$ cat src/rtl/msgbus_pkg.sv
package msgbus_pkg;
  localparam int BYTE_W  = 8;
  localparam int CMD_W   = 4;
  localparam int ADDR_W  = 12;
  localparam int KIND_W  = 2;
  localparam int ADDR_HI = ADDR_W - BYTE_W;

  typedef enum logic [CMD_W-1:0] {
    CMD_IDLE     = 4'b0000,
    CMD_WR_STAGE = 4'b0001,
    CMD_WR_FINAL = 4'b0010,
    CMD_RD       = 4'b0011,
    CMD_RD_CPL   = 4'b0100,
    CMD_WR_ACK   = 4'b0101
  } msg_cmd_e;

  typedef enum logic [1:0] {
    ST_IDLE     = 2'd0,
    ST_WAIT_ACK = 2'd1,
    ST_WAIT_CPL = 2'd2
  } wait_st_e;
endpackage

$ cat src/rtl/msgbus_rst_sync.sv
module msgbus_rst_sync #(
  parameter int STAGES = 2
) (
  input  logic clk,
  input  logic rst_n,
  output logic rst_n_sync
);
  logic [STAGES-1:0] chain_q;

  always_ff @(posedge clk or negedge rst_n) begin
    if (!rst_n) chain_q <= '0;
    else        chain_q <= {chain_q[STAGES-2:0], 1'b1};
  end

  assign rst_n_sync = chain_q[STAGES-1];
endmodule

$ cat src/rtl/msgbus_tx_ser.sv
module msgbus_tx_ser
  import msgbus_pkg::*;
#(
  parameter int MAX_BYTES = 3
) (
  input  logic              clk,
  input  logic              rst_n,
  input  logic              load,
  input  logic [CMD_W-1:0]  cmd,
  input  logic [ADDR_W-1:0] addr,
  input  logic [BYTE_W-1:0] wdata,
  input  logic              with_data,
  output logic [BYTE_W-1:0] tx_bus,
  output logic              busy
);
  localparam int TAIL = MAX_BYTES - 1;
  localparam int REM_W = $clog2(MAX_BYTES);

  logic [BYTE_W-1:0] tx_q, tx_d;
  logic [BYTE_W-1:0] tail_q [TAIL];
  logic [BYTE_W-1:0] tail_d [TAIL];
  logic [REM_W-1:0]  rem_q, rem_d;
  logic              shift_en;

  assign busy     = (rem_q != '0);
  assign shift_en = load | busy;

  always_comb begin
    tx_d  = '0;
    rem_d = rem_q;
    for (int i = 0; i < TAIL; i++) tail_d[i] = tail_q[i];
    if (load) begin
      tx_d      = {cmd, addr[ADDR_W-1:BYTE_W]};
      tail_d[0] = addr[BYTE_W-1:0];
      tail_d[1] = wdata;
      rem_d     = with_data ? REM_W'(2) : REM_W'(1);
    end else if (busy) begin
      tx_d  = tail_q[0];
      for (int i = 0; i < TAIL - 1; i++) tail_d[i] = tail_q[i+1];
      tail_d[TAIL-1] = '0;
      rem_d = rem_q - 1'b1;
    end
  end

  always_ff @(posedge clk or negedge rst_n) begin
    if (!rst_n) begin
      tx_q  <= '0;
      rem_q <= '0;
    end else begin
      tx_q  <= tx_d;
      rem_q <= rem_d;
    end
  end

  for (genvar g = 0; g < TAIL; g++) begin : g_tail
    always_ff @(posedge clk or negedge rst_n) begin
      if (!rst_n)        tail_q[g] <= '0;
      else if (shift_en) tail_q[g] <= tail_d[g];
    end
  end

  assign tx_bus = tx_q;
endmodule

$ cat src/rtl/msgbus_rx_parse.sv
module msgbus_rx_parse
  import msgbus_pkg::*;
(
  input  logic              clk,
  input  logic              rst_n,
  input  logic [BYTE_W-1:0] rx_bus,
  output logic              ack_pulse,
  output logic              cpl_pulse,
  output logic [BYTE_W-1:0] cpl_data
);
  logic              in_data_q, in_data_d;
  logic              ack_q, ack_d;
  logic              cpl_q, cpl_d;
  logic [BYTE_W-1:0] data_q;
  msg_cmd_e          hdr;

  assign hdr = msg_cmd_e'(rx_bus[BYTE_W-1:BYTE_W-CMD_W]);

  always_comb begin
    ack_d     = !in_data_q && (hdr == CMD_WR_ACK);
    in_data_d = !in_data_q && (hdr == CMD_RD_CPL);
    cpl_d     = in_data_q;
  end

  always_ff @(posedge clk or negedge rst_n) begin
    if (!rst_n) begin
      in_data_q <= 1'b0;
      ack_q     <= 1'b0;
      cpl_q     <= 1'b0;
    end else begin
      in_data_q <= in_data_d;
      ack_q     <= ack_d;
      cpl_q     <= cpl_d;
    end
  end

  always_ff @(posedge clk or negedge rst_n) begin
    if (!rst_n)         data_q <= '0;
    else if (in_data_q) data_q <= rx_bus;
  end

  assign ack_pulse = ack_q;
  assign cpl_pulse = cpl_q;
  assign cpl_data  = data_q;
endmodule

$ cat src/rtl/msgbus_wait_ctl.sv
module msgbus_wait_ctl
  import msgbus_pkg::*;
#(
  parameter int TIMEOUT_CYCLES = 64
) (
  input  logic              clk,
  input  logic              rst_n,
  input  logic              accept,
  input  logic [KIND_W-1:0] kind,
  input  logic              ser_busy,
  input  logic              ack_pulse,
  input  logic              cpl_pulse,
  output logic              ready,
  output logic              take_cpl,
  output logic              timeout_flag
);
  localparam int CNT_W = $clog2(TIMEOUT_CYCLES + 1);
  localparam logic [CNT_W-1:0] LAST = CNT_W'(TIMEOUT_CYCLES - 1);

  wait_st_e         st_q, st_d;
  logic [CNT_W-1:0] cnt_q, cnt_d;
  logic             to_q, to_d;
  logic             counting, expire, answered;

  assign ready    = (st_q == ST_IDLE) && !ser_busy;
  assign take_cpl = (st_q == ST_WAIT_CPL) && cpl_pulse;
  assign answered = ((st_q == ST_WAIT_ACK) && ack_pulse) || take_cpl;
  assign counting = (st_q != ST_IDLE) && !ser_busy;
  assign expire   = counting && (cnt_q == LAST) && !answered;

  always_comb begin
    st_d = st_q;
    case (st_q)
      ST_IDLE: begin
        if (accept && kind == KIND_W'(CMD_WR_FINAL)) st_d = ST_WAIT_ACK;
        else if (accept && kind == KIND_W'(CMD_RD))  st_d = ST_WAIT_CPL;
      end
      ST_WAIT_ACK, ST_WAIT_CPL: begin
        if (answered || expire) st_d = ST_IDLE;
      end
      default: st_d = ST_IDLE;
    endcase
    cnt_d = counting ? cnt_q + 1'b1 : '0;
    to_d  = to_q | expire;
  end

  always_ff @(posedge clk or negedge rst_n) begin
    if (!rst_n) begin
      st_q  <= ST_IDLE;
      cnt_q <= '0;
      to_q  <= 1'b0;
    end else begin
      st_q  <= st_d;
      cnt_q <= cnt_d;
      to_q  <= to_d;
    end
  end

  assign timeout_flag = to_q;
endmodule

$ cat src/rtl/msgbus_requester.sv
module msgbus_requester
  import msgbus_pkg::*;
#(
  parameter int TIMEOUT_CYCLES = 64
) (
  input  logic        clk,
  input  logic        rst_n,
  input  logic        req_valid,
  output logic        req_ready,
  input  logic [1:0]  req_kind,
  input  logic [11:0] req_addr,
  input  logic [7:0]  req_wdata,
  output logic [7:0]  tx_bus,
  input  logic [7:0]  rx_bus,
  output logic        rsp_valid,
  output logic [7:0]  rsp_data,
  output logic        timeout_flag
);
  logic             rst_n_i;
  logic             accept, load, ser_busy;
  logic             ack_pulse, cpl_pulse, take_cpl;
  logic [CMD_W-1:0] cmd;

  msgbus_rst_sync #(.STAGES(2)) u_rst (
    .clk(clk), .rst_n(rst_n), .rst_n_sync(rst_n_i)
  );

  assign accept = req_valid && req_ready;
  assign load   = accept && (req_kind != '0);
  assign cmd    = {{(CMD_W-KIND_W){1'b0}}, req_kind};

  msgbus_tx_ser #(.MAX_BYTES(3)) u_ser (
    .clk(clk), .rst_n(rst_n_i), .load(load), .cmd(cmd),
    .addr(req_addr), .wdata(req_wdata),
    .with_data(req_kind != KIND_W'(CMD_RD)),
    .tx_bus(tx_bus), .busy(ser_busy)
  );

  msgbus_rx_parse u_rx (
    .clk(clk), .rst_n(rst_n_i), .rx_bus(rx_bus),
    .ack_pulse(ack_pulse), .cpl_pulse(cpl_pulse), .cpl_data(rsp_data)
  );

  msgbus_wait_ctl #(.TIMEOUT_CYCLES(TIMEOUT_CYCLES)) u_ctl (
    .clk(clk), .rst_n(rst_n_i), .accept(accept), .kind(req_kind),
    .ser_busy(ser_busy), .ack_pulse(ack_pulse), .cpl_pulse(cpl_pulse),
    .ready(req_ready), .take_cpl(take_cpl), .timeout_flag(timeout_flag)
  );

  assign rsp_valid = take_cpl;
endmodule

$ cat config.mk
export PLATFORM = sky130hd
export DESIGN_NAME = msgbus_requester
export DESIGN_NICKNAME = d
export VERILOG_FILES = /design/src/rtl/msgbus_pkg.sv /design/src/rtl/msgbus_rst_sync.sv /design/src/rtl/msgbus_tx_ser.sv /design/src/rtl/msgbus_rx_parse.sv /design/src/rtl/msgbus_wait_ctl.sv /design/src/rtl/msgbus_requester.sv
export SDC_FILE = /design/constraint.sdc
export NUM_CORES = 1
export LEC_CHECK = 0
export BUFFER_PORTS_ARGS = -buffer_cell sky130_fd_sc_hd__buf_2
export CAP_MARGIN = 20
export CORE_MARGIN = 3
export CORE_UTILIZATION = 52
export DETAILED_ROUTE_END_ITERATION = 12
export GPL_ROUTABILITY_DRIVEN = 0
export GPL_TIMING_DRIVEN = 0
export HOLD_SLACK_MARGIN = 0.12
export PLACE_DENSITY = 0.78
export SKIP_LAST_GASP = 1
export SYNTH_ARGS = -nofsm -noshare
export SYNTH_HDL_FRONTEND = slang
export SYNTH_SLANG_ARGS = --single-unit
$ cat constraint.sdc
create_clock -name clk -period 2 [get_ports clk]
set_input_delay 0.1 -clock clk [delete_from_list [all_inputs] [get_ports clk]]
set_output_delay 0.1 -clock clk [all_outputs]
set_load 0.01 [all_outputs]
==> impl_metrics.tcl, run 1 <==
set metrics [dict create \
    holdCritStartpoint "req_valid" \
    swShare_pct 31.8 \
    grt.overflow.total 0 \
    regToRegEndpoint "u_ctl.st_q[0]" \
    place.port_buffers 51 \
    die_height_um 69.1 \
    critical-path-top-delay-family "buffers and inverters" \
    initial_antenna_violation_count 0 \
    grt_first_pass_wirelength_um 7820 \
    netlist-cell-type-count 33 \
    reg2regPathDepth 7 \
    setup_total_negative_slack_ns 0 \
    netlist_top_cells_area "dfrtp_1, nand2_1, mux2_2" \
    nets 313 \
    path_buf_inv 4 \
    cellPowerDensity_nw_per_um2 1050 \
    worstPathArrival_ns 1.76 \
    final.min_clock_period_ns 1.86 \
    floorplan.die_area_um2 4780 \
    yosys_register_bits 49 \
    cap_violations 0 \
    core_um2 3740 \
    rrSetupSlack_ns 0.27 \
    clock.fmax_ghz 0.538 \
    layout_worst_path_cycle_share_pct 93.0 \
    layout.cell_area.non_filler_um2 2840 \
    cts_num_sinks 49 \
    num-fill-cells 259 \
    path_clk_slew_ns 0.08 \
    via_count 1612 \
    min_delay_worst_endpoint "u_ser.tx_bus[4]" \
    p_total_w 0.00299 \
    groute.usage.overall_pct 20.4 \
    critPathCaptureType "output pin" \
    routed_via_density 4.98 \
    critical_path.cell_chain "inv_1, ha_2, clkbuf_4, buf_2, and2_1, buf_2" \
    diodes 0 \
    chipWidth_um 69.1 \
    hold_viol 0 \
    drive_above_1_share_pct 29.0 \
    syn_area_per_cell_um2 11.2 \
    clockRootBuffer "clkbuf_8" \
    syn-num-nets 223 \
    leakagePower_nw 1.42 \
    power_frac_comb_pct 32.4 \
    post-dp-hpwl_um 2860 \
    synthesis.yosys.warnings 0 \
    power_frac_seq_pct 43.7 \
    grt_pass1_vias 1673 \
    rr_startpoint "u_ctl.st_q[0]" \
    finalSetupViolations 0 \
    power.ir.vdd_worst_v 0.000597 \
    worst_path_max_delay_cell "dfrtp_1" \
    area_growth_pct 37.1 \
    detail_route.wirelength_um 4500 \
    start_kind "flop" \
    syn-instance-count 185 \
    final.setup_skew_ns 0.00807 \
    crit_path_max_fanout 10 \
    seq_area_frac_synth_pct 59.2 \
    drtAntennaViolNets 0 \
    postCtsSetupBuffers 0 \
    required_ns 1.90 \
    p_int_w 0.00204 \
    hold_path.class "in -> reg" \
    clockBufferDepth 2 \
    grt_start_max_net_pins 28 \
    io_pins 52 \
    rsz0062_at_grt "false" \
    critical_path_class "reg -> out" \
    drt_pre_antenna_iters 4 \
    net-switching-power_w 0.000952 \
    detail_route.drc_violations 0 \
    cts_buffers 5 \
    outcome "finished clean" \
    placed_area_um2 2410 \
    rows 22 \
    worst_hold_path.num_cells 3 \
    detail_route.wl_per_cell_um 13.9 \
    initial_core_util_pct 55.3 \
    cts_tree "yes" \
    mappedNetlistArea_um2 2070 \
    yosys.area.top_type_share_pct 59.2 \
    max_stage_delay_ns 0.37 \
    yosys.area.top_type "dfrtp_1" \
    clkLatencyLatePin_ns 0.30 \
    clock_power_share_pct 23.9 \
    path_common_cell "buf_2" \
    drtIter0Drc 69 \
    htree_levels 2 \
    finalMaxSlewViolations 0 \
]
sequential cells by signal (all words and copies together) (netlist names):
register and count:
u_rx.cpl_d 1, u_ser.rem_q 2, u_rx.ack_pulse 1, u_ctl.timeout_flag 1, u_ser.tail_q 16, u_rx.cpl_data 8
u_ser.tx_bus 8, u_ctl.cnt_q 7, u_ctl.st_q 2, u_rx.cpl_pulse 1, u_rst.chain_q 2
power by group through the flow:
stage | clock (W) | sequential (W) | combinational (W)
after floorplan | 0 | 0.00136 | 0.000569
after global placement | 0 | 0.00133 | 0.000866
after detailed placement | 0 | 0.00133 | 0.000905
final | 0.000716 | 0.00131 | 0.000969
after global routing | 0.000770 | 0.00134 | 0.00109
after CTS | 0.000725 | 0.00131 | 0.000959
kinds of logic (layout without fill, tap and decap cells):
| logic type | Yosys count | count (layout) | synth area share [%] |
|---|---|---|---|
| simple gates | 64 | 64 | 15.7 |
| flops | 49 | 49 | 59.2 |
| compound gates | 32 | 32 | 10.9 |
| buf+inv | 21 | 112 | 4.53 |
| mux | 8 | 8 | 4.35 |
| fa+ha+maj | 5 | 5 | 3.02 |
| xor+xnor | 5 | 5 | 2.11 |
| other cells | 1 | 1 | 0.181 |
tightest hold or removal path: stages:
cell,delay [ns]
buf_2,0.12
nand4_1,0.08
o21ai_0,0.09
repair_timing:
item | 4_1_cts | 5_1_grt
setup endpoints to repair | 0 | 1
resized for setup | 0 | 2
hold buffers | 31 | 0
endpoints found under the hold margin | 32 | 0
worst max path at each step:
stage	startpoint	end	slack [ns]	depth (start not counted)
after global routing	u_ser.rem_q[0]	req_ready	0.04	6
after CTS	u_ser.rem_q[0]	req_ready	0.07	6
after floorplan	u_ctl.st_q[0]	u_ctl.st_q[0]	0.45	7
final	u_ser.rem_q[0]	req_ready	0.14	6
after detailed placement	u_ctl.st_q[0]	u_ctl.st_q[0]	0.29	7
after global placement	u_rst.chain_q[1]	u_ser.tail_q[7]	0.05	0
cell usage after synthesis:
master and instances:
xnor2_1 1, or2_2 1, nand3_1 2, or2_1 1, a21oi_1 1, xor2_1 4, o2111a_2 1, ha_1 5
o21ai_0 3, conb_1 1, a22o_1 1, nor4bb_1 1, o21a_1 1, a21o_1 1, nand4b_1 1, and2_1 3
buf_2 6, nand2_1 26, a22oi_1 2, and4b_1 1, inv_1 12, mux2_2 8, clkbuf_1 2, a221o_1 8
o21ai_2 1, nor3_4 1, dfrtp_1 49, nor2b_1 11, nor2_1 11, nand4_1 4, nand2b_1 1, buf_6 1
o21ai_1 13
per-stage QoR:
stage	util (%)	hold WS, ns	instances	setup WS [ns]
final	75.8	0.151	324	0.141
after global routing	75.8	0.127	324	0.0381
after CTS	75.7	0.127	324	0.0660
after detailed placement	64.3	-0.114	285	0.293
after global placement	63.7	-0.114	284	0.0491
after floorplan	-	-0.196	185	0.449
area by class of cell:
cell class | count | area [um^2] | area share, %
inverters | 12 | 45.0 | 1.59
plain buffers | 9 | 51.3 | 1.81
clock buffers | 7 | 86.3 | 3.04
repair buffers | 83 | 586 | 20.6
clock inverters | 1 | 30.0 | 1.06
flip-flops and latches | 49 | 1230 | 43.2
multi-input cells | 115 | 753 | 26.5
well taps | 48 | 60.1 | 2.12
cells in the final DEF (no fill, tap or decap), drive strengths merged:
cell type	n
a21o	1
a21oi	1
a221o	8
a22o	1
a22oi	2
and2	3
and4b	1
buf	58
bufinv	1
clkbuf	10
conb	1
dfrtp	49
dlygate4sd3	31
ha	5
inv	12
mux2	8
nand2	26
nand2b	1
nand3	2
nand4	4
nand4b	1
nor2	11
nor2b	11
nor3	1
nor4bb	1
o2111a	1
o21a	1
o21ai	17
or2	2
xnor2	1
xor2	4
per-layer routing:
layer  GRT usage [%]  vias to the layer above  routed length [um]
li1                -                      801                   -
met1            26.3                      753                1900
met2            33.4                       46                2310
met3            4.37                       12                 189
met4            8.24                        0                 107
met5               0                        -                   0
No activity file was read; power rests on OpenSTA's default activity.
==> inputs of run 2 (changes only) <==
- SETUP_SLACK_MARGIN: unset -> 0.2
==> run 2 against run 1 <==
Effect of this change:
- cell count unchanged
- hold slack improved by 0.025 ns
- total power is 1.1% higher
- worst setup slack improved by 0.13 ns
- first-iteration DRC count down 35%
- largest cell class unchanged
==> impl_metrics.tcl, run 2 (synthesized netlist as in run 1, its figures left out) <==
set metrics [dict create \
    outcome "finished clean" \
    clockRootBuffer "clkbuf_8" \
    htree_levels 2 \
    largest_register_ffs 16 \
    routed_via_density 5.01 \
    initial_antenna_violation_count 0 \
    drt_pre_antenna_iters 4 \
    rows 22 \
    io_pins 52 \
    reg2regPathDepth 4 \
    critical_path_class "reg -> out" \
    final.setup_skew_ns 0.00817 \
    grt_start_max_net_pins 28 \
    clockBufferDepth 2 \
    num-fill-cells 256 \
    grt_first_pass_wirelength_um 7930 \
    hold_path.class "in -> reg" \
    launch_point_of_the_critical_path "u_ser.rem_q[0]" \
    initial_core_util_pct 55.3 \
    rr_startpoint "u_rx.cpl_d" \
    required_ns 1.90 \
    core_um2 3740 \
    holdCritStartpoint "req_valid" \
    critPathCaptureType "output pin" \
    worst_hold_path.num_cells 3 \
    max_stage_delay_ns 0.37 \
    layout_worst_path_cycle_share_pct 86.3 \
    worstPathArrival_ns 1.63 \
    final.min_clock_period_ns 1.73 \
    rrSetupSlack_ns 0.33 \
    grt_pass1_vias 1690 \
    post-dp-hpwl_um 2860 \
    drtIter0Drc 45 \
    postCtsSetupBuffers 0 \
    start_kind "flop" \
    layout.cell_area.non_filler_um2 2850 \
    cts_buffers 5 \
    via_count 1624 \
    detail_route.wirelength_um 4560 \
    cap_violations 0 \
    chipWidth_um 69.1 \
    die_height_um 69.1 \
    placed_area_um2 2410 \
    hold_viol 0 \
    place.port_buffers 51 \
    finalMaxSlewViolations 0 \
    path_common_cell "buf_4" \
    detail_route.drc_violations 0 \
    clock.fmax_ghz 0.580 \
    path_clk_slew_ns 0.08 \
    detail_route.wl_per_cell_um 14.1 \
    regToRegEndpoint "u_rx.cpl_d" \
    critical-path-top-delay-family "buffers and inverters" \
    grt.overflow.total 0 \
    critical_path.cell_chain "inv_1, ha_4, buf_4, buf_4, and2_1, buf_2" \
    min_delay_worst_endpoint "u_ser.tx_bus[4]" \
    cts_num_sinks 49 \
    finalSetupViolations 0 \
    drive_above_1_share_pct 29.3 \
    worst_path_max_delay_cell "dfrtp_1" \
    leakagePower_nw 1.42 \
    largest_register "u_ser.tail_q" \
    groute.usage.overall_pct 20.8 \
    drtAntennaViolNets 0 \
    setup_total_negative_slack_ns 0 \
    nets 313 \
    cts_tree "yes" \
    clkLatencyLatePin_ns 0.30 \
    path_buf_inv 4 \
    crit_path_max_fanout 10 \
    rsz0062_at_grt "true" \
    area_growth_pct 37.8 \
    cellPowerDensity_nw_per_um2 1060 \
    power.ir.vdd_worst_v 0.000630 \
    leading_cell_types_in_the_layout_fill_and_taps_excluded "buf_2, dfrtp_1, dlygate4sd3_1" \
    diodes 0 \
    floorplan.die_area_um2 4780 \
    mostFrequentLayoutCell "buf_2" \
]
## run 2: changes by cell type in the layout (fill, tap and decap cells not counted)
cell      delta
clkbuf_4     -1
ha_4         +1
buf_4        +2
buf_2        -1
ha_1         -1
## run 2: repair_timing
| action | CTS | global route |
|---|---|---|
| hold endpoints to repair | 32 | 0 |
| pin swaps | 0 | 0 |
| hold buffers | 31 | 0 |
| resized for setup | 3 | 2 |
| endpoints found under the setup margin | 1 | 2 |
## run 2: worst register-to-register path, cell delays in order, from the launching register on
cell and delay (ns):
dfrtp_1 0.38, clkbuf_1 0.24, nor2_1 0.18, nor4bb_1 0.23, dlygate4sd3_1 0.58
## run 2: per-stage QoR
| stage | utilization (%) | hold slack (ns) | worst slack, ns | power [W] | instances |
|---|---|---|---|---|---|
| 2_1_floorplan | - | -0.196 | 0.449 | 0.00193 | 185 |
| 5_1_grt | 76.2 | 0.175 | 0.180 | 0.00325 | 324 |
| 4_1_cts | 75.9 | 0.126 | 0.236 | 0.00301 | 324 |
| 6_report | 76.2 | 0.176 | 0.275 | 0.00303 | 324 |
| 3_5_place_dp | 64.3 | -0.114 | 0.293 | 0.00223 | 285 |
| 3_3_place_gp | 63.7 | -0.114 | 0.0491 | 0.00220 | 284 |
## run 2: metal layers
layer  track usage, %  part of all wire, %  vias to the layer above
met5                0                    0                        -
met4             9.33                  3.2                        0
met3             4.23                  4.4                       17
met2             34.2                   51                       55
met1             26.5                   41                      751
li1                 -                    -                      801
## run 2: power by group
group | internal (W) | switching, W
clock | 0.000408 | 0.000306
combinational | 0.000456 | 0.000548
sequential | 0.00120 | 0.000107
## run 2: layout make-up
cell class | instances | area, um^2 | area share [%]
timing repair buffer | 83 | 586 | 20.5
inverter | 12 | 45.0 | 1.58
multi-input combinational | 115 | 766 | 26.8
clock buffer | 7 | 86.3 | 3.02
tap | 48 | 60.1 | 2.10
sequential | 49 | 1230 | 43.0
clock inverter | 1 | 30.0 | 1.05
buffer | 9 | 53.8 | 1.89
## run 2: worst max-delay path by stage
stage	end	slack, ns	cells past startpoint
2_1_floorplan	u_ctl.st_q[0]	0.45	7
3_3_place_gp	u_ser.tail_q[7]	0.05	0
3_5_place_dp	u_ctl.st_q[0]	0.29	7
4_1_cts	req_ready	0.24	6
5_1_grt	u_rx.cpl_d	0.18	4
6_report	req_ready	0.27	6
